===== src/rtl/hold_pkg.sv =====
package hold_pkg;

    // What the countdown does on a given clock edge.
    typedef enum logic [1:0] {
        ACT_IDLE  = 2'd0,
        ACT_LOAD  = 2'd1,
        ACT_DEC   = 2'd2,
        ACT_STALL = 2'd3
    } hold_act_e;

endpackage


===== src/rtl/hold_ctr.sv =====
module hold_ctr
    import hold_pkg::*;
#(
    parameter int CNT_W = 14
) (
    input  logic             clk,
    input  logic             rst_n,
    input  logic             cyc_en,
    input  logic             issue_vld,
    input  logic [CNT_W-1:0] issue_cnt,
    output logic [CNT_W-1:0] cnt_o,
    output logic             hold_o
);

    typedef struct packed {
        logic [CNT_W-1:0] cnt;
    } ctr_state_t;

    localparam logic [CNT_W-1:0] CNT_ZERO = '0;
    localparam logic [CNT_W-1:0] CNT_ONE  = CNT_W'(1);

    ctr_state_t st_d, st_q;
    hold_act_e  act;
    logic       take_issue;
    logic       running;

    always_comb begin
        take_issue = issue_vld & cyc_en;
        running    = (st_q.cnt != CNT_ZERO);
        st_d       = st_q;
        if (!cyc_en)          act = ACT_STALL;
        else if (take_issue)  act = ACT_LOAD;
        else if (running)     act = ACT_DEC;
        else                  act = ACT_IDLE;
        case (act)
            ACT_LOAD: st_d.cnt = issue_cnt;
            ACT_DEC:  st_d.cnt = st_q.cnt - CNT_ONE;
            default:  st_d.cnt = st_q.cnt;
        endcase
    end

    always_ff @(posedge clk) begin
        if (!rst_n) st_q <= '0;
        else        st_q <= st_d;
    end

    assign cnt_o  = st_q.cnt;
    assign hold_o = take_issue | running;

    a_r2_issue_holds: assert property (@(posedge clk) disable iff (!rst_n)
        (issue_vld && cyc_en) |-> hold_o);

    a_r3_load: assert property (@(posedge clk) disable iff (!rst_n)
        (issue_vld && cyc_en) |=> (cnt_o == $past(issue_cnt)));

    a_r4_dec: assert property (@(posedge clk) disable iff (!rst_n)
        (cyc_en && !issue_vld && cnt_o != '0) |=> (cnt_o == CNT_W'($past(cnt_o) - 1'b1)));

    a_r4_stall: assert property (@(posedge clk) disable iff (!rst_n)
        (!cyc_en) |=> $stable(cnt_o));

    a_r10_ignored: assert property (@(posedge clk) disable iff (!rst_n)
        (!cyc_en && cnt_o == '0) |-> !hold_o);

endmodule


===== src/rtl/hold_gate.sv =====
module hold_gate #(
    parameter int                   NUM_IRQ  = 16,
    parameter logic [NUM_IRQ-1:0]   NMI_MASK = '0
) (
    input  logic               clk,
    input  logic               rst_n,
    input  logic               hold_i,
    input  logic [NUM_IRQ-1:0] irq_i,
    output logic [NUM_IRQ-1:0] irq_o
);

    for (genvar i = 0; i < NUM_IRQ; i++) begin : g_line
        if (NMI_MASK[i]) begin : g_nmi
            assign irq_o[i] = irq_i[i];
        end else begin : g_mask
            assign irq_o[i] = irq_i[i] & ~hold_i;
        end
    end

    a_r8_pass: assert property (@(posedge clk) disable iff (!rst_n)
        !hold_i |-> (irq_o == irq_i));

    a_r9_nmi_bypass: assert property (@(posedge clk) disable iff (!rst_n)
        ((irq_o & NMI_MASK) == (irq_i & NMI_MASK)));

    a_r2_masked: assert property (@(posedge clk) disable iff (!rst_n)
        hold_i |-> ((irq_o & ~NMI_MASK) == '0));

endmodule


===== src/rtl/irq_holdoff.sv =====
module irq_holdoff #(
    parameter int                 CNT_W    = 14,
    parameter int                 NUM_IRQ  = 16,
    parameter logic [NUM_IRQ-1:0] NMI_MASK = NUM_IRQ'(1) << (NUM_IRQ - 1)
) (
    input  logic               clk,
    input  logic               rst_n,
    input  logic               cyc_en,
    input  logic               issue_vld,
    input  logic [CNT_W-1:0]   issue_cnt,
    input  logic [NUM_IRQ-1:0] irq_req,
    output logic [NUM_IRQ-1:0] irq_out,
    output logic               hold_active,
    output logic [CNT_W-1:0]   hold_cnt
);

    logic hold_w;

    hold_ctr #(.CNT_W(CNT_W)) u_ctr (
        .clk       (clk),
        .rst_n     (rst_n),
        .cyc_en    (cyc_en),
        .issue_vld (issue_vld),
        .issue_cnt (issue_cnt),
        .cnt_o     (hold_cnt),
        .hold_o    (hold_w)
    );

    hold_gate #(.NUM_IRQ(NUM_IRQ), .NMI_MASK(NMI_MASK)) u_gate (
        .clk    (clk),
        .rst_n  (rst_n),
        .hold_i (hold_w),
        .irq_i  (irq_req),
        .irq_o  (irq_out)
    );

    assign hold_active = hold_w;

    // a window ending at count 1 followed by an accepted strobe leaves no gap
    a_r6_no_gap: assert property (@(posedge clk) disable iff (!rst_n)
        (cyc_en && !issue_vld && hold_cnt == CNT_W'(1)) ##1 (cyc_en && issue_vld) |-> hold_active);


    a_r1_idle_after_reset: assert property (@(posedge clk)
        $rose(rst_n) |-> (hold_cnt == '0));

endmodule


===== config.mk =====
export PLATFORM = sky130hd
export DESIGN_NAME = irq_holdoff
export DESIGN_NICKNAME = d
export VERILOG_FILES = /design/src/rtl/hold_pkg.sv /design/src/rtl/hold_ctr.sv /design/src/rtl/hold_gate.sv /design/src/rtl/irq_holdoff.sv
export SDC_FILE = /design/constraint.sdc
export NUM_CORES = 1
export LEC_CHECK = 0
export ABC_AREA = 1
export BUFFER_PORTS_ARGS = -buffer_cell sky130_fd_sc_hd__buf_2
export CORE_MARGIN = 2
export CORE_UTILIZATION = 30
export CTS_CLUSTER_SIZE = 24
export DETAILED_ROUTE_END_ITERATION = 8
export SYNTH_ARGS = -nofsm -noshare
export SYNTH_HDL_FRONTEND = slang
export SYNTH_SLANG_ARGS = --single-unit

===== constraint.sdc =====
create_clock -name clk -period 3 [get_ports clk]
set_input_delay 0.3 -clock clk [delete_from_list [all_inputs] [get_ports clk]]
set_output_delay 0.3 -clock clk [all_outputs]
set_load 0.01 [all_outputs]

Word-level counts from Yosys, hierarchy flattened --
Cells that the tools add are included.
Storage, ports and cells: input bits 34, flip-flop bits (word level) 14
Operators by class: bitwise operators 18, reduce and logical (&&, ||, !) cells 2, add/subtract/negate cells 1, equality and inequality tests 2, muxes and demuxes 4
Operators by type and width (count):
- $pmux W14 S2 | 1
- $and A1 B1 Y1 | 16
- $reduce_bool A14 Y1 | 1
- $sub A14 B1 Y14 const B | 1
- $mux W2 | 3
- $eq A2 B1 Y1 const B | 1
- $eq A2 B2 Y1 const B | 1
- $reduce_bool A2 Y1 | 1
- $not A1 Y1 | 1
- $or A1 B1 Y1 | 1

Logic depth before layout (Yosys ltp) --
word-level depth 6, depth in mapped cells 14

Modules after synthesis --
A second synthesis with hierarchy kept.
Unflattened totals: cell total of the unflattened synthesis 191, area, all modules 1126.1 µm²
By module, submodules not included:
- hold_ctr | area an instance 994.7 µm², cells each 159, times used 1
- hold_gate | area an instance 131.4 µm², cells each 32, times used 1

Worst setup path after synthesis --
No wires, ideal clock.
path type reg2reg, start reg u_ctr.st_q (netlist bit u_ctr.cnt_o[0]), end reg u_ctr.st_q (netlist bit u_ctr.cnt_o[0]), arrival time 2222 ps, setup time 115 ps, path slack 663 ps, stages on the path, launching flop included 14, required time 2885 ps, cells stage by stage dfxtp_1 > inv_1 > ha_1 > inv_1 > nor2_4 > nand2_2 > nor3_4 > o21ai_0 > ha_1 > clkbuf_1 > clkbuf_1 > a21oi_1 > o21ai_0 > inv_1
On the way: word-level cells in the longest chain between the ends 6, elaborated cells between the ends (all ways) 9, classes of those cells add/sub (1); eq/ne (2); mux (4); reduce/logical (2)
Ends and longest elaborated chain:
- start, declared | RTL line hold_ctr.sv:22 | ctr_state_t st_d, st_q;
- start signal, assigned | RTL line hold_ctr.sv:44 | else st_q <= st_d;
- $reduce_bool A14 Y1 | RTL line hold_ctr.sv:29 | running = (st_q.cnt != CNT_ZERO);
- $mux W2 | RTL line hold_ctr.sv:33 | else if (running) act = ACT_DEC;
- $mux W2 | RTL line hold_ctr.sv:32 | else if (take_issue) act = ACT_LOAD;
- $mux W2 | RTL line hold_ctr.sv:31 | if (!cyc_en) act = ACT_STALL;
- $eq A2 B2 Y1 or $eq A2 B1 Y1 (tied branches) | RTL line hold_ctr.sv:35 | case (act)
- $pmux W14 S2 or $reduce_bool A2 Y1 (tied branches)
Parallel ways exist; a longest one is shown, timed or not. A chain may end at the register's enable or synchronous reset.

Worst setup path after layout --
start reg u_ctr.st_q (netlist bit u_ctr.cnt_o[0]), end reg u_ctr.st_q (netlist bit u_ctr.cnt_o[5])
Same word-level chain as after synthesis.

==> impl_metrics.yaml <==
place:
  portBuffers: 62
  dp.final_hpwl_um: 2520
  globalplace.congestion: 0.790
  place_inst: 302
  pre_cts_ws_ns: 0.664
  placed_cell_area_um2: 1540
worst_setup_path:
  cp_num_buf_inv: 3
  critPathMaxFanout: 13
  end_kind: "register"
  reg2reg_slack_ns: 0.65
  cp_data_arrival_time_ns: 2.50
  critPathTopFamily: "simple AND/OR/NAND/NOR gates"
  reg2reg_depth: 12
  setup.worst_path.start_class: "register"
  path_class: "reg2reg"
  timing.rr.end: "u_ctr.cnt_o[5]"
  path_cells: "inv_1 -> ha_1 -> inv_1 -> nor2_4 -> nand2_2 -> nor3_4 -> o21ai_0 -> ha_1 -> buf_4 -> or2_2 -> a21oi_1 -> nor2_1"
  slowest_stage: "dfxtp_1"
  cpPeakStageDelay_ns: 0.32
  worstReg2RegStart: "u_ctr.cnt_o[0]"
  required_ns: 3.15
finish:
  final_area_um2: 1600
  largest_reg_flops: 14
  fill_cells: 416
  drive_gt1_share_pct: 33.3
  fin_nets: 295
  multi_input_area_um2: 746
  antennaDiodeCount: 0
  ff_latch_area_um2: 280
  stdcell_count: 306
  areaGrowthSynthToFinish_pct: 33.6
timing:
  clock.fmax_mhz: 426
  holdWs_ns: 0.337
  tightest_slew_ns: 0.338
  rsz0062_at_grt: "no"
  period_minus_slack_ns: 2.35
  worst_slack_ns: 0.651
  period_share_pct: 78.3
  slew_viol_final: 0
  finalHoldViolCount: 0
  skew_ns: 0.00171
  tns_ns: 0
  setup_viol_count_final: 0
  relSlewSlack_pct: 77.4
hold_path:
  whs_path_depth: 3
  min_to: "u_ctr.cnt_o[3]"
  min-delay-start: "issue_cnt[3]"
  hold_class: "in2reg"
logic_synthesis:
  synthAdderAreaFrac_pct: 2.09
  synth.area.top_cells: "dfxtp_1 23%, nand2_1 13%, nor2_4 10%"
  yosysTopAreaCell: "dfxtp_1"
  ys_seq_area_share_pct: 23.4
  yosys.area_share.simple_pct: 44.1
  synth_seq_cells: 14
  synth-xor-area-share_pct: 0
  syn_area_per_cell_um2: 6.10
  yosysWarnings: 0
  synth_compound_area_share_pct: 16.1
  syn-cell-area_um2: 1200
  muxShareOfSynthArea_pct: 0
  synth_top_cell_area_share_pct: 23.4
  synth_top_family_by_area: "simple AND/OR/NAND/NOR gates"
  ys_types: 25
  syn_nets: 232
  synthCells: 196
route:
  route.detailed.drc: 0
  routed_via_density: 4.51
  drt-total-wl_um: 3240
  wire_per_inst_um: 10.6
  first_pass_iters: 4
  drt-initial-drc-count: 47
  ant_nets: 0
  vias: 1379
clocking:
  cts-root-buf: "clkbuf_8"
  insertion_delay_ns: 0.25
  htree_levels: 1
  clockBufferDepth: 2
  ctsResizeCount: 0
  tritoncts: "done"
  cts_setup_buffers: 0
  cts_hold_buf: 0
  numCtsBuffers: 3
  cts.clk_slew.worst_paths_ns: 0.07
  numClockSinks: 14
pwr:
  p_leak_nw: 0.856
  combPwrFrac_pct: 42.2
  peakVddDrop_mv: 0.229
  p_int_w: 0.000445
  clock_power_share_pct: 26.0
  p_per_area_nw_per_um2: 467
  p_switching_w: 0.000300
  swShare_pct: 40.3
  seqPwrFrac_pct: 31.7
global_routing:
  grt_pass1_vias: 1207
  overflow: 0
  antenna_found_initial: 0
  grt_pass1_wl_um: 5150
  gr-usage-all-layers_pct: 14.9
  grt_max_degree: 18
floorplan:
  core_area_um2: 3740
  dieHeight_um: 67.1
  die-area_um2: 4510
  io_pins: 65
  die_x_um: 67.1
  num_rows: 22
  start_util_pct: 32.0
outcome:
  status: "finished clean"
flow_run:
  cap_violations: 0
cells in the final DEF, fill, tap and decap left out, types with 2 or more instances in the layout:
master    instances
ha_1              2
a21oi_1          18
inv_1            31
nand2_1          41
nand2_2           2
and2_1            2
buf_4             3
nor2_1           30
o21ai_0          13
nand3_1          12
clkbuf_8          4
dfxtp_1          14
o211ai_1          2
clkinv_1          2
nor2_4           11
buf_2            62
power groups by stage:
stage	combinational, W	clock [W]	sequential (W)
6_report	0.000315	0.000194	0.000237
5_1_grt	0.000358	0.000206	0.000241
4_1_cts	0.000318	0.000198	0.000237
3_5_place_dp	0.000316	0	0.000241
3_3_place_gp	0.000315	0	0.000240
2_1_floorplan	0.000218	0	0.000246
worst min-delay path, stage by stage:
cell and delay, ns:
buf_2 0.08, a21oi_1 0.05, a21oi_1 0.13
worst max path at each step:
| stage | to | cells past startpoint | from | slack, ns |
|---|---|---|---|---|
| after floorplan | u_ctr.cnt_o[0] | 13 | u_ctr.cnt_o[0] | 0.66 |
| after global placement | u_ctr.cnt_o[5] | 12 | u_ctr.cnt_o[0] | 0.75 |
| after detailed placement | u_ctr.cnt_o[5] | 12 | u_ctr.cnt_o[0] | 0.66 |
| after CTS | u_ctr.cnt_o[5] | 12 | u_ctr.cnt_o[0] | 0.65 |
| after global routing | u_ctr.cnt_o[5] | 12 | u_ctr.cnt_o[0] | 0.50 |
| final | u_ctr.cnt_o[5] | 12 | u_ctr.cnt_o[0] | 0.65 |
routing by layer:
layer / wire (um) / share of wire [%] / global-route usage, %
met1: 1430 / 44 / 18.2
met2: 1430 / 44 / 25.6
met3: 347 / 11 / 4.00
met4: 33 / 1.0 / 4.59
met5: 0 / 0 / 0
logic make-up after synthesis:
kind of cell	count (synthesis)
compound gates	36
buf+inv	40
simple gates	104
fa+ha+maj	2
flops	14
Yosys cell counts:
cell / instances
o21a_1: 1
o211ai_1: 2
a21oi_1: 18
o21ai_0: 13
nor3_4: 1
o22ai_1: 1
nand4_1: 1
nor2_1: 30
and2_1: 2
dfxtp_1: 14
and3_1: 1
or2_2: 1
nor2_4: 11
buf_4: 1
buf_12: 1
a221oi_1: 1
nand2_4: 1
nor2_2: 1
inv_1: 31
clkinv_1: 2
nand2_2: 2
ha_1: 2
nand3_1: 12
nand2_1: 41
clkbuf_1: 5
stage by stage:
stage | utilization, % | power, W
2_1_floorplan | - | 0.000463
3_3_place_gp | 41.2 | 0.000555
3_5_place_dp | 41.2 | 0.000557
4_1_cts | 42.7 | 0.000753
5_1_grt | 42.7 | 0.000805
6_report | 42.7 | 0.000746
area by class of cell:
cell class	count	share of cell area (%)
well taps	48	3.76
multi-input cells	142	46.7
inverters	33	7.75
repair buffers	65	20.8
flip-flops and latches	14	17.5
clock buffers	4	3.45
Power figures use the tool's default switching activity.
